===== config.mk =====
export PLATFORM = sky130hd
export DESIGN_NAME = uart_mm
export DESIGN_NICKNAME = d
export VERILOG_FILES = /design/src/rtl/uart_mm.sv
export SDC_FILE = /design/constraint.sdc
export NUM_CORES = 1
export LEC_CHECK = 0
export ABC_CLOCK_PERIOD_IN_PS = 2500
export BUFFER_PORTS_ARGS = -buffer_cell sky130_fd_sc_hd__buf_2
export CORE_ASPECT_RATIO = 1.75
export CORE_MARGIN = 2
export CORE_UTILIZATION = 50
export DETAILED_ROUTE_END_ITERATION = 6
export GPL_TIMING_DRIVEN = 0
export PLACE_DENSITY = 0.72
export SLEW_MARGIN = 40
export SYNTH_ARGS = -nofsm -noshare
export SYNTH_HDL_FRONTEND = slang
export SYNTH_SLANG_ARGS = --single-unit

===== constraint.sdc =====
create_clock -name clk -period 2.5 [get_ports clk]
set_input_delay 0.375 -clock clk [delete_from_list [all_inputs] [get_ports clk]]
set_output_delay 0.375 -clock clk [all_outputs]
set_load 0.02 [all_outputs]

===== src/rtl/uart_mm.sv =====
module uart_mm #(
  parameter int TW = 16,
  parameter int DW = 9
) (
  input  logic          clk,
  input  logic          rst_n,
  input  logic          sync_mode,
  input  logic          ext_sel,
  input  logic          ext_clk,
  input  logic [TW-1:0] reload,
  input  logic [1:0]    len_sel,
  input  logic          par_en,
  input  logic          par_odd,
  input  logic          mp_en,
  input  logic [DW-1:0] tx_data,
  input  logic          tx_addr,
  input  logic          tx_wr,
  output logic          tx_empty,
  output logic          tx_idle,
  output logic          txd,
  output logic          sck,
  input  logic          rxd,
  input  logic          rx_rd,
  input  logic          hunt_set,
  input  logic          err_clr,
  output logic [DW-1:0] rx_data,
  output logic          rx_addr,
  output logic          rx_full,
  output logic          hunt,
  output logic          perr,
  output logic          ferr,
  output logic          oerr
);
  localparam int FW = DW + 4;
  localparam int CW = $clog2(FW + 1);

  function automatic logic [DW-1:0] lenmask(input logic [CW-1:0] n);
    lenmask = '0;
    for (int i = 0; i < DW; i++) lenmask[i] = (i < int'(n));
  endfunction

  logic [CW-1:0] nd, flen, pix, mix;
  assign nd   = CW'(DW - 2 - int'(par_en)) + CW'(len_sel == 2'd3 ? 2 : int'(len_sel));
  assign flen = nd + CW'(2) + CW'(par_en) + CW'(mp_en);
  assign pix  = nd + CW'(1);
  assign mix  = pix + CW'(par_en);

  // tick source
  logic [TW-1:0] tcnt;
  logic [2:0]    es;
  logic [1:0]    rs_q;
  logic          rs, tick;
  assign rs   = rs_q[1];
  assign tick = ext_sel ? (es[1] & ~es[2]) : (tcnt == '0);

  always_ff @(posedge clk or negedge rst_n)
    if (!rst_n) begin
      tcnt <= '0;
      es   <= '0;
      rs_q <= 2'b11;
    end else begin
      tcnt <= (tcnt == '0) ? reload : tcnt - 1'b1;
      es   <= {es[1:0], ext_clk};
      rs_q <= {rs_q[0], rxd};
    end

  // transmitter
  logic [DW-1:0] th_data;
  logic          th_addr, tbusy;
  logic [FW-1:0] tsr, tframe;
  logic [CW-1:0] tbit, tlast;
  logic [3:0]    tsub, tsub_end;
  assign tlast    = sync_mode ? nd - CW'(1) : flen - CW'(1);
  assign tsub_end = sync_mode ? 4'd1 : 4'd15;

  always_comb begin
    tframe = '1;
    if (sync_mode) tframe[DW-1:0] = th_data;
    else begin
      tframe[0] = 1'b0;
      for (int i = 0; i < DW; i++) if (i < int'(nd)) tframe[i+1] = th_data[i];
      if (par_en) tframe[pix] = ^(th_data & lenmask(nd)) ^ par_odd;
      if (mp_en) tframe[mix] = th_addr;
    end
  end

  always_ff @(posedge clk or negedge rst_n)
    if (!rst_n) begin
      th_data  <= '0;
      th_addr  <= 1'b0;
      tx_empty <= 1'b1;
      tsr      <= '1;
      tbusy    <= 1'b0;
      tbit     <= '0;
      tsub     <= '0;
    end else begin
      if (tx_wr && tx_empty) begin
        th_data  <= tx_data;
        th_addr  <= tx_addr;
        tx_empty <= 1'b0;
      end
      if (tick) begin
        if (!tbusy) begin
          if (!tx_empty) begin
            tsr      <= tframe;
            tbusy    <= 1'b1;
            tbit     <= '0;
            tsub     <= '0;
            tx_empty <= 1'b1;
          end
        end else if (tsub == tsub_end) begin
          tsub <= '0;
          tsr  <= {1'b1, tsr[FW-1:1]};
          tbit <= tbit + CW'(1);
          if (tbit == tlast) tbusy <= 1'b0;
        end else tsub <= tsub + 4'd1;
      end
    end

  assign tx_idle = !tbusy;
  assign txd     = tbusy ? tsr[0] : 1'b1;
  assign sck     = sync_mode & tbusy & tsub[0];

  // receiver
  logic          rbusy, rpar, rmp;
  logic [CW-1:0] rbit;
  logic [3:0]    rsub;
  logic [DW-1:0] rdat, fin;
  logic          a_smp, s_smp, done, d_perr, d_ferr, d_mp, keep, full_n;

  assign a_smp  = tick && rbusy && !sync_mode && rsub == 4'd8;
  assign s_smp  = tick && sync_mode && tbusy && tsub == 4'd0;
  assign done   = (a_smp && rbit == flen - CW'(1)) || (s_smp && tbit == nd - CW'(1));
  assign d_perr = par_en && !sync_mode && (^(rdat & lenmask(nd)) ^ par_odd ^ rpar);
  assign d_ferr = !sync_mode && !rs;
  assign d_mp   = mp_en && !sync_mode && rmp;
  assign keep   = !(hunt && mp_en && !sync_mode && !d_mp);
  assign full_n = rx_full & ~rx_rd;

  always_comb begin
    fin = rdat;
    if (s_smp) begin
      if (tbit == '0) fin = '0;
      fin[tbit] = rs;
    end
  end

  always_ff @(posedge clk or negedge rst_n)
    if (!rst_n) begin
      rbusy <= 1'b0;
      rsub  <= '0;
      rbit  <= '0;
      rdat  <= '0;
      rpar  <= 1'b0;
      rmp   <= 1'b0;
    end else begin
      if (sync_mode) begin
        rbusy <= 1'b0;
        if (s_smp) rdat <= fin;
      end else if (tick) begin
        if (!rbusy) begin
          if (!rs) begin
            rbusy <= 1'b1;
            rsub  <= 4'd1;
            rbit  <= '0;
            rdat  <= '0;
            rpar  <= 1'b0;
            rmp   <= 1'b0;
          end
        end else begin
          rsub <= rsub + 4'd1;
          if (rsub == 4'd15) rbit <= rbit + CW'(1);
          if (rsub == 4'd8) begin
            if (rbit == '0 && rs) rbusy <= 1'b0;
            else if (rbit == flen - CW'(1)) rbusy <= 1'b0;
            else if (rbit != '0 && rbit <= nd) rdat[rbit - CW'(1)] <= rs;
            else if (par_en && rbit == pix) rpar <= rs;
            else if (rbit == mix) rmp <= rs;
          end
        end
      end
    end

  always_ff @(posedge clk or negedge rst_n)
    if (!rst_n) begin
      rx_data <= '0;
      rx_addr <= 1'b0;
      rx_full <= 1'b0;
      hunt    <= 1'b0;
      perr    <= 1'b0;
      ferr    <= 1'b0;
      oerr    <= 1'b0;
    end else begin
      rx_full <= full_n;
      if (err_clr) begin
        perr <= 1'b0;
        ferr <= 1'b0;
        oerr <= 1'b0;
      end
      if (hunt_set) hunt <= 1'b1;
      if (done && keep) begin
        if (full_n) oerr <= 1'b1;
        else begin
          rx_data <= fin & lenmask(nd);
          rx_addr <= d_mp;
          rx_full <= 1'b1;
          if (d_perr) perr <= 1'b1;
          if (d_ferr) ferr <= 1'b1;
          if (d_mp) hunt <= 1'b0;
        end
      end
    end


  mask_chk: assert property (@(posedge clk) disable iff (!rst_n)
    $rose(rx_full) |-> (rx_data & ~lenmask(nd)) == '0);

  oerr_chk: assert property (@(posedge clk) disable iff (!rst_n)
    $rose(oerr) |-> $past(rx_full));

  hunt_chk: assert property (@(posedge clk) disable iff (!rst_n)
    $fell(hunt) |-> rx_addr && rx_full);

  sck_chk: assert property (@(posedge clk) disable iff (!rst_n)
    $rose(sck) |-> sync_mode && $past(tick));

  load_chk: assert property (@(posedge clk) disable iff (!rst_n)
    $fell(tx_idle) |-> $past(tick) && $past(!tx_empty));
endmodule


==> metrics.md, run 1 <==
| Metric | Value |
|---|---|
| Via density | 5.96 |
| Hold Path Class | in2reg |
| TritonRoute pass-1 iters | 7 |
| Initial antenna violation count | 0 |
| Critical path endpoint category | flop |
| Final design utilization | 66.4% |
| Antenna Cells | 0 |
| Yosys warns | 0 |
| Core Rows | 54 |
| Clk Latency, worst-skew pair | 0.36 ns |
| Root Driver | clkbuf_16 |
| CTS tree | yes |
| Synth Instances | 702 |
| Drt initial violations | 508 |
| Core area | 12300 µm² |
| Failing checks | setup timing |
| HPWL Detailed | 13600 µm |
| Req. time, crit path | 2.76 ns |
| Fillers | 992 |
| Slew Limit Fails | 0 |
| RR Startpoint | tcnt[0] |
| Leakage Power | 0.00353 µW |
| Antenna-violating nets left | 0 |
| Cell Pwr Density | 816 nW/µm² |
| NumNets Final | 894 |
| First-pass GRT wire length | 29500 µm |
| Final GP Congestion | 0.946 |
| # setup viols final | 40 |
| Clock skew | 0.0166 ns |
| Synth Register Bits | 89 |
| Post-synth top area share | 29.3% |
| Hold Crit Start | rxd |
| DRC | 0 |
| Layout cell share with drive strength beyond 1 | 33.4% |
| CP Launch Point | len_sel[1] |
| Initial core utilization | 50.7% |
| Reg clk slew, reported paths | 0.08 ns |
| Fmax | 322 MHz |
| DRT Wirelength | 19200 µm |
| Chip Width | 88.4 µm |
| Total nets after synthesis | 780 |
| Ys flop type | dfrtp_1 |
| Synth cell types | 72 |
| Die Area | 13400 µm² |
| Arrival @ worst endpoint | 3.36 ns |
| Vias in the first global route | 5915 |
| Clock sinks | 89 |
| Total number of vias | 5890 |
| Fin crit share | 124% |
| Avg Cell Area, Syn | 8.87 µm² |
| CP Class | in2reg |
| Minimum clock period | 3.10 ns |
| Endpoints failing hold | 0 |
| Worst Setup Start Kind | input port |
| Final setup margin | -0.604 ns |
| Die Ht | 152 µm |
| Worst-margin pin slew | 0.731 ns |
| WHS | 0.0992 ns |
| Outcome | complete, but fails checks |
| Register area share after synthesis | 36.1% |
| Async SR Flop Fraction | 100% |
| Ports | 60 |
| CTS Buffer Depth | 2 |
| Mapped cell area | 6230 µm² |
| Largest net degree at the start of global routing | 53 |
| Grt ovf | 0 |
| Synth area leader | dfrtp_1 |
| Max_cap viols | 0 |
| CTS Buf Count | 9 |
| Peak supply drop | 0.731 mV |
| Max transition margin | 51.3% |
| RSZ-0062 raised after global routing | true |
| Synthesis-to-layout area growth | 31.0% |
| H-tree Lvls | 3 |
| DR WL/cell | 19.4 µm |
| Worst-path fanout max | 5 |
| IO buf count | 59 |
| GRT Overall Usage | 28.7% |
| Synth area leaders | dfrtp_1 29%, ha_1 7.0%, dfstp_2 6.7% |
| Post-synth EDFFs | 0 |
-- cells in the mapped netlist, drive strengths merged (3+ instances only) --
library cell / n
buf: 7
mux2i: 9
a221oi: 7
nand2: 69
and2: 4
o21ai: 40
a21o: 9
dfstp: 16
xnor3: 3
nor2: 67
xnor2: 28
nor2b: 14
o21a: 5
and3: 12
nor4: 7
xor2: 21
o211ai: 6
a211oi: 8
a21oi: 48
nand4: 10
clkbuf: 26
o22ai: 6
a31oi: 6
ha: 35
mux2: 23
nor3: 19
a22oi: 3
a22o: 6
inv: 38
nand2b: 11
a31o: 4
nand3b: 6
o31ai: 7
nand3: 16
dfrtp: 73
-- metrics by stage --
step,cell area (µm²),power (µW),worst slack (ns),setup TNS (ns),cells
finish,8160,6660,-0.604,-17.33,989
global placement,6830,4550,-1.59,-49.55,929
CTS,7960,6490,-0.656,-15.28,981
detailed placement,6860,4640,-1.61,-51.67,930
global route,8160,6980,-0.685,-20.78,989
floorplan,6320,3980,-0.995,-23.43,702
-- cell families (layout without fill, tap and decap cells) --
logic type      Yosys count  in the layout  share of synthesized area [%]
compound gates          169            169                           17.4
xor+xnor                 52             52                           8.11
fa+ha+maj                37             37                           7.67
buf+inv                  71            190                           4.72
flops                    89             89                           36.1
mux                      32             32                           5.78
simple gates            252            252                           20.2
-- final timing paths --
check,slack [ns],cells after the start,end
max,-0.60,17,rx_data[5]
min,0.1,1,rs_q[0]
max reg2reg,-0.19,12,rdat[2]
min reg2reg,0.36,0,rs_q[1]
max in group asynchronous,1.38,3,tsr[7]
min in group asynchronous,0.47,2,tcnt[5]
-- worst max-delay path: stages --
cell and delay [ns]:
buf_12 0.09, inv_12 0.03, nand2_8 0.05, inv_4 0.04, ha_4 0.29, xor2_4 0.21, inv_4 0.06, ha_4 0.17
inv_2 0.06, fa_2 0.46, xor2_2 0.18, nand4b_4 0.11, or4_4 0.46, a21oi_4 0.16, and2_4 0.19, buf_12 0.13
mux2_4 0.29
-- cells in the final DEF (no fill, tap or decap), drive strengths merged, types with 3 or more instances in the layout --
cell type and n:
a211oi 8, a21o 9, a21oi 48, a221oi 7
a22o 6, a22oi 3, a31o 4, a31oi 6
and2 4, and3 12, buf 110, clkbuf 34
clkinv 3, dfrtp 73, dfstp 16, ha 35
inv 42, mux2 23, mux2i 9, nand2 69
nand2b 11, nand3 16, nand3b 6, nand4 10
nor2 67, nor2b 14, nor3 19, nor4 7
o211ai 6, o21a 5, o21ai 40, o22ai 6
o31ai 7, xnor2 28, xnor3 3, xor2 21
-- report_power, final --
group	total, µW	switching (µW)	leakage, µW	internal, µW
combinational	2930	1530	0.00233	1390
sequential	2340	453	0.00105	1890
clock	1390	677	0.000148	711
-- sequential cells by signal (all words and copies together) (netlist names), 2 cells and up --
signal / count
rx_data: 9
rbit: 4
tbit: 4
es: 3
rs_q: 2
rsub: 4
th_data: 9
rdat: 9
tcnt: 16
tsub: 4
tsr: 13
-- what timing repair did --
item                                   CTS  global route
pin swaps                               50            24
hold buffers                             1             0
setup endpoints to repair               55            49
setup buffers                           36             8
endpoints found under the hold margin   24             0
gates resized for setup                114            35
-- final cells by class --
cell class	count	area, µm²	share of cell area, %
sequential	89	2250	27.5
tap	168	210	2.58
inverter	38	165	2.02
clock buffer	9	225	2.76
multi-input combinational	542	4300	52.6
timing repair buffer	105	778	9.54
clock inverter	7	78.8	0.966
buffer	31	160	1.96
-- metal layers --
layer | global-route usage, % | wire length (µm) | vias up
li1 | - | - | 2703
met3 | 4.12 | 870 | 91
met5 | 0 | 0 | -
met4 | 20.1 | 1270 | 0
met2 | 52.2 | 10400 | 265
met1 | 29.2 | 6620 | 2831
(Power assumes the default switching activity.)
==> run 2: changes to the inputs <==
--- a/config.mk
+++ b/config.mk
@@ -5,6 +5,7 @@
 export SDC_FILE = /design/constraint.sdc
 export NUM_CORES = 1
 export LEC_CHECK = 0
+export ABC_AREA = 1
 export ABC_CLOCK_PERIOD_IN_PS = 2500
 export BUFFER_PORTS_ARGS = -buffer_cell sky130_fd_sc_hd__buf_2
 export CORE_ASPECT_RATIO = 1.75
==> run 2 against run 1 <==
Effect of this change:
- the run still ends with setup timing left
- sequential share of layout area is 0.27 points higher
- via count is 10% higher
- worst hold slack gained 0.026 ns
- non-clock buffer count decreased by 7
- register-to-register slack better by 0.20 ns
- die area rose by 3.4%
- core utilization down 2.1 points
- clock skew fell by 0.011 ns
- first-iteration DRC count shrank 23%
- clock power is 5% lower
- critical path type unchanged
==> metrics.md, run 2 <==
| Metric | Value |
|---|---|
| Ys flop type | dfrtp_1 (unchanged) |
| Synth area leader | dfrtp_1 (unchanged) |
| Layout cell share with drive strength beyond 1 | 24.2% (was 33.4%) |
| Synth Register Bits | 89 (unchanged) |
| Clk Latency, worst-skew pair | 0.35 ns (was 0.36 ns) |
| Register Area | 2250 µm² (unchanged) |
| CP Launch Point | len_sel[1] (unchanged) |
| # setup viols final | 27 (was 40) |
| Top cells by count, synth | 239 x nand2_1, 104 x nor2_1, 102 x inv_1, 73 x dfrtp_1, 58 x nand3_1 (was 73 x dfrtp_1, 69 x nand2_1, 67 x nor2_1, 47 x a21oi_1) |
| Ports | 60 (unchanged) |
| Slew Limit Fails | 0 (unchanged) |
| Critical Path End | rdat[5] (was rx_data[5]) |
| CTS Buf Count | 9 (unchanged) |
| Leakage Power | 0.00392 µW (was 0.00353 µW) |
| CTS tree | yes (unchanged) |
| Most common library cell in the layout ignoring fill and taps | nand2_1 (was dfrtp_1) |
| Antenna-violating nets left | 0 (unchanged) |
| Die Ht | 154 µm (was 152 µm) |
| Final Instance Area | 8080 µm² (was 8160 µm²) |
| GRT Overall Usage | 28.2% (was 28.7%) |
| CP peak stage delay | 0.54 ns (was 0.46 ns) |
| Synth cell types | 47 (was 72) |
| Fmax | 350 MHz (was 322 MHz) |
| Failing checks | setup timing (unchanged) |
| Post-layout power | 5840 µW (was 6660 µW) |
| Grt ovf | 0 (unchanged) |
| Clock skew | 0.00580 ns (was 0.0166 ns) |
| WHS | 0.125 ns (was 0.0992 ns) |
| Root Driver | clkbuf_16 (unchanged) |
| Avg Cell Area, Syn | 7.08 µm² (was 8.87 µm²) |
| Req. time, crit path | 2.75 ns (was 2.76 ns) |
| Peak supply drop | 0.483 mV (was 0.731 mV) |
| RR Startpoint | tsub[0] (was tcnt[0]) |
| Non-Filler Instances | 1195 (was 989) |
| Critical path endpoint category | flop (unchanged) |
| RSZ-0062 raised after global routing | true (unchanged) |
| Post-synth EDFFs | 0 (unchanged) |
| Reg2Reg Depth | 10 (was 12) |
| Synth area leaders | dfrtp_1 28%, nand2_1 14%, ha_1 6.8% (was dfrtp_1 29%, ha_1 7.0%, dfstp_2 6.7%) |
| Yosys warns | 0 (unchanged) |
| H-tree Lvls | 3 (unchanged) |
| Max reg flops | 16 (unchanged) |
| Final setup margin | -0.357 ns (was -0.604 ns) |
| Total nets after synthesis | 989 (was 780) |
| Fillers | 1132 (was 992) |
| Mapped cell area | 6450 µm² (was 6230 µm²) |
| Minimum clock period | 2.86 ns (was 3.10 ns) |
| Reg-to-reg slack, setup | 0.01 ns (was -0.19 ns) |
| IO buf count | 58 (was 59) |
| Outcome | complete, but fails checks (unchanged) |
| Synth Instances | 911 (was 702) |
| Core area | 12600 µm² (was 12300 µm²) |
| Core Rows | 54 (unchanged) |
| Initial core utilization | 51.3% (was 50.7%) |
| Endpoints failing hold | 0 (unchanged) |
| Arrival @ worst endpoint | 3.10 ns (was 3.36 ns) |
| Worst Setup Start Kind | input port (unchanged) |
| Die Area | 13900 µm² (was 13400 µm²) |
| Initial antenna violation count | 0 (unchanged) |
| DRC | 0 (unchanged) |
| HPWL Detailed | 14300 µm (was 13600 µm) |
| Cell total after placement | 1138 (was 930) |
| Chip Width | 89.9 µm (was 88.4 µm) |
| Register area share after synthesis | 34.8% (was 36.1%) |
| Total number of vias | 6490 (was 5890) |
| DRT Wirelength | 19900 µm (was 19200 µm) |
| Max_cap viols | 0 (unchanged) |
| Fin crit share | 114% (was 124%) |
| Vias in the first global route | 6147 (was 5915) |
| First-pass GRT wire length | 30800 µm (was 29500 µm) |
| Hold Path Class | in2reg (unchanged) |
| Largest Register | tcnt (unchanged) |
| NumNets Final | 1100 (was 894) |
| Cell Pwr Density | 723 nW/µm² (was 816 nW/µm²) |
| Worst-margin pin slew | 0.699 ns (was 0.731 ns) |
| Via density | 5.43 (was 5.96) |
| Most frequent cell after synthesis | nand2_1 (was dfrtp_1) |
| Antenna Cells | 0 (unchanged) |
| Largest registers | tcnt: 16 flops, tsr: 13 flops (unchanged) |
| CP Class | in2reg (unchanged) |
| Area taken by multi-input logic gates | 4000 µm² (was 4300 µm²) |
| Reg-to-Reg End | rdat[5] (was rdat[2]) |
| Synthesis-to-layout area growth | 25.3% (was 31.0%) |
| Place WS | -0.968 ns (was -1.61 ns) |
| CTS Buffer Depth | 2 (unchanged) |
| DR WL/cell | 16.6 µm (was 19.4 µm) |
| Max transition margin | 53.0% (was 51.3%) |
| Reg clk slew, reported paths | 0.07 ns (was 0.08 ns) |
| Placed inst area | 7160 µm² (was 6860 µm²) |
| Final GP Congestion | 0.994 (was 0.946) |
| Clock sinks | 89 (unchanged) |
| Slowest CP cell | fa_2 (unchanged) |
| Drt initial violations | 389 (was 508) |
| TritonRoute pass-1 iters | 5 (was 7) |
| Post-synth top area share | 28.3% (was 29.3%) |
| Worst-path fanout max | 7 (was 5) |
| CP dominant cell by count | nand2_4 |
| Async SR Flop Fraction | 100% (unchanged) |
| Most frequent cells in the layout | 219 x nand2_1, 100 x nor2_1, 85 x inv_1 (was 73 x dfrtp_1, 60 x nand2_1, 58 x nor2_1) |
| Largest net degree at the start of global routing | 47 (was 53) |
## run 2: how the worst min path moves through the flow
| stage | from | end | slack [ns] | depth (start not counted) |
|---|---|---|---|---|
| 2_1_floorplan | rst_n | es[0] | 0.08 | 0 |
| 3_3_place_gp | es[0] | es[1] | 0.33 | 0 |
| 3_5_place_dp | rst_n | th_data[7] | 0.33 | 1 |
| 4_1_cts | ext_clk | es[0] | 0.12 | 1 |
| 5_1_grt | ext_clk | es[0] | 0.12 | 1 |
| 6_report | ext_clk | es[0] | 0.13 | 1 |
## run 2: kinds of logic after synthesis
group	share of synthesized area [%]
adders and majority gates	7.41
DFF	34.8
and+or+nand+nor	29.7
AOI/OAI and AO/OA	14.6
buffers and inverters	8.63
xor gates and xnor gates	4.89
## run 2: area by class of cell
| cell class | instances | area share [%] |
|---|---|---|
| inverter | 106 | 5.61 |
| clock buffer | 9 | 2.79 |
| buffer | 27 | 1.95 |
| multi-input combinational | 687 | 49.5 |
| sequential | 89 | 27.8 |
| tap | 168 | 2.60 |
| clock inverter | 7 | 0.650 |
| timing repair buffer | 102 | 9.09 |
## run 2: metrics by stage
| step | utilization, % | TNS, ns |
|---|---|---|
| floorplan | - | -9.70 |
| global placement | 56.7 | -30.42 |
| detailed placement | 56.9 | -31.52 |
| CTS | 62.1 | -2.54 |
| global route | 64.3 | -11.37 |
| finish | 64.3 | -7.97 |
## run 2: per-layer routing
layer | GRT usage, % | up-vias | wire [µm]
li1 | - | 3146 | -
met1 | 27.7 | 2991 | 7030
met2 | 53.5 | 264 | 10500
met3 | 3.95 | 89 | 874
met4 | 20.0 | 0 | 1460
met5 | 0 | - | 0
## run 2: where the power goes
group | total (µW) | internal, µW | switching [µW]
clock network | 1320 | 686 | 637
registers | 2150 | 1830 | 315
logic | 2370 | 882 | 1490
total | 5840 | 3400 | 2440
## run 2: timing repair
item                       CTS  global route
setup endpoints to repair   41            41
resized for setup           47            44
gates cloned                 2             0
hold buffers                 1             0
buffers inserted            23            17
hold endpoints to repair    32             0
pin swaps                   17            31
## run 2: critical path: cells and delay by family
kind | cells | cell delay [ns]
buf+inv | 9 | 0.65
xor+xnor | 1 | 0.19
compound gates | 1 | 0.13
fa+ha+maj | 3 | 0.99
simple gates | 11 | 0.75
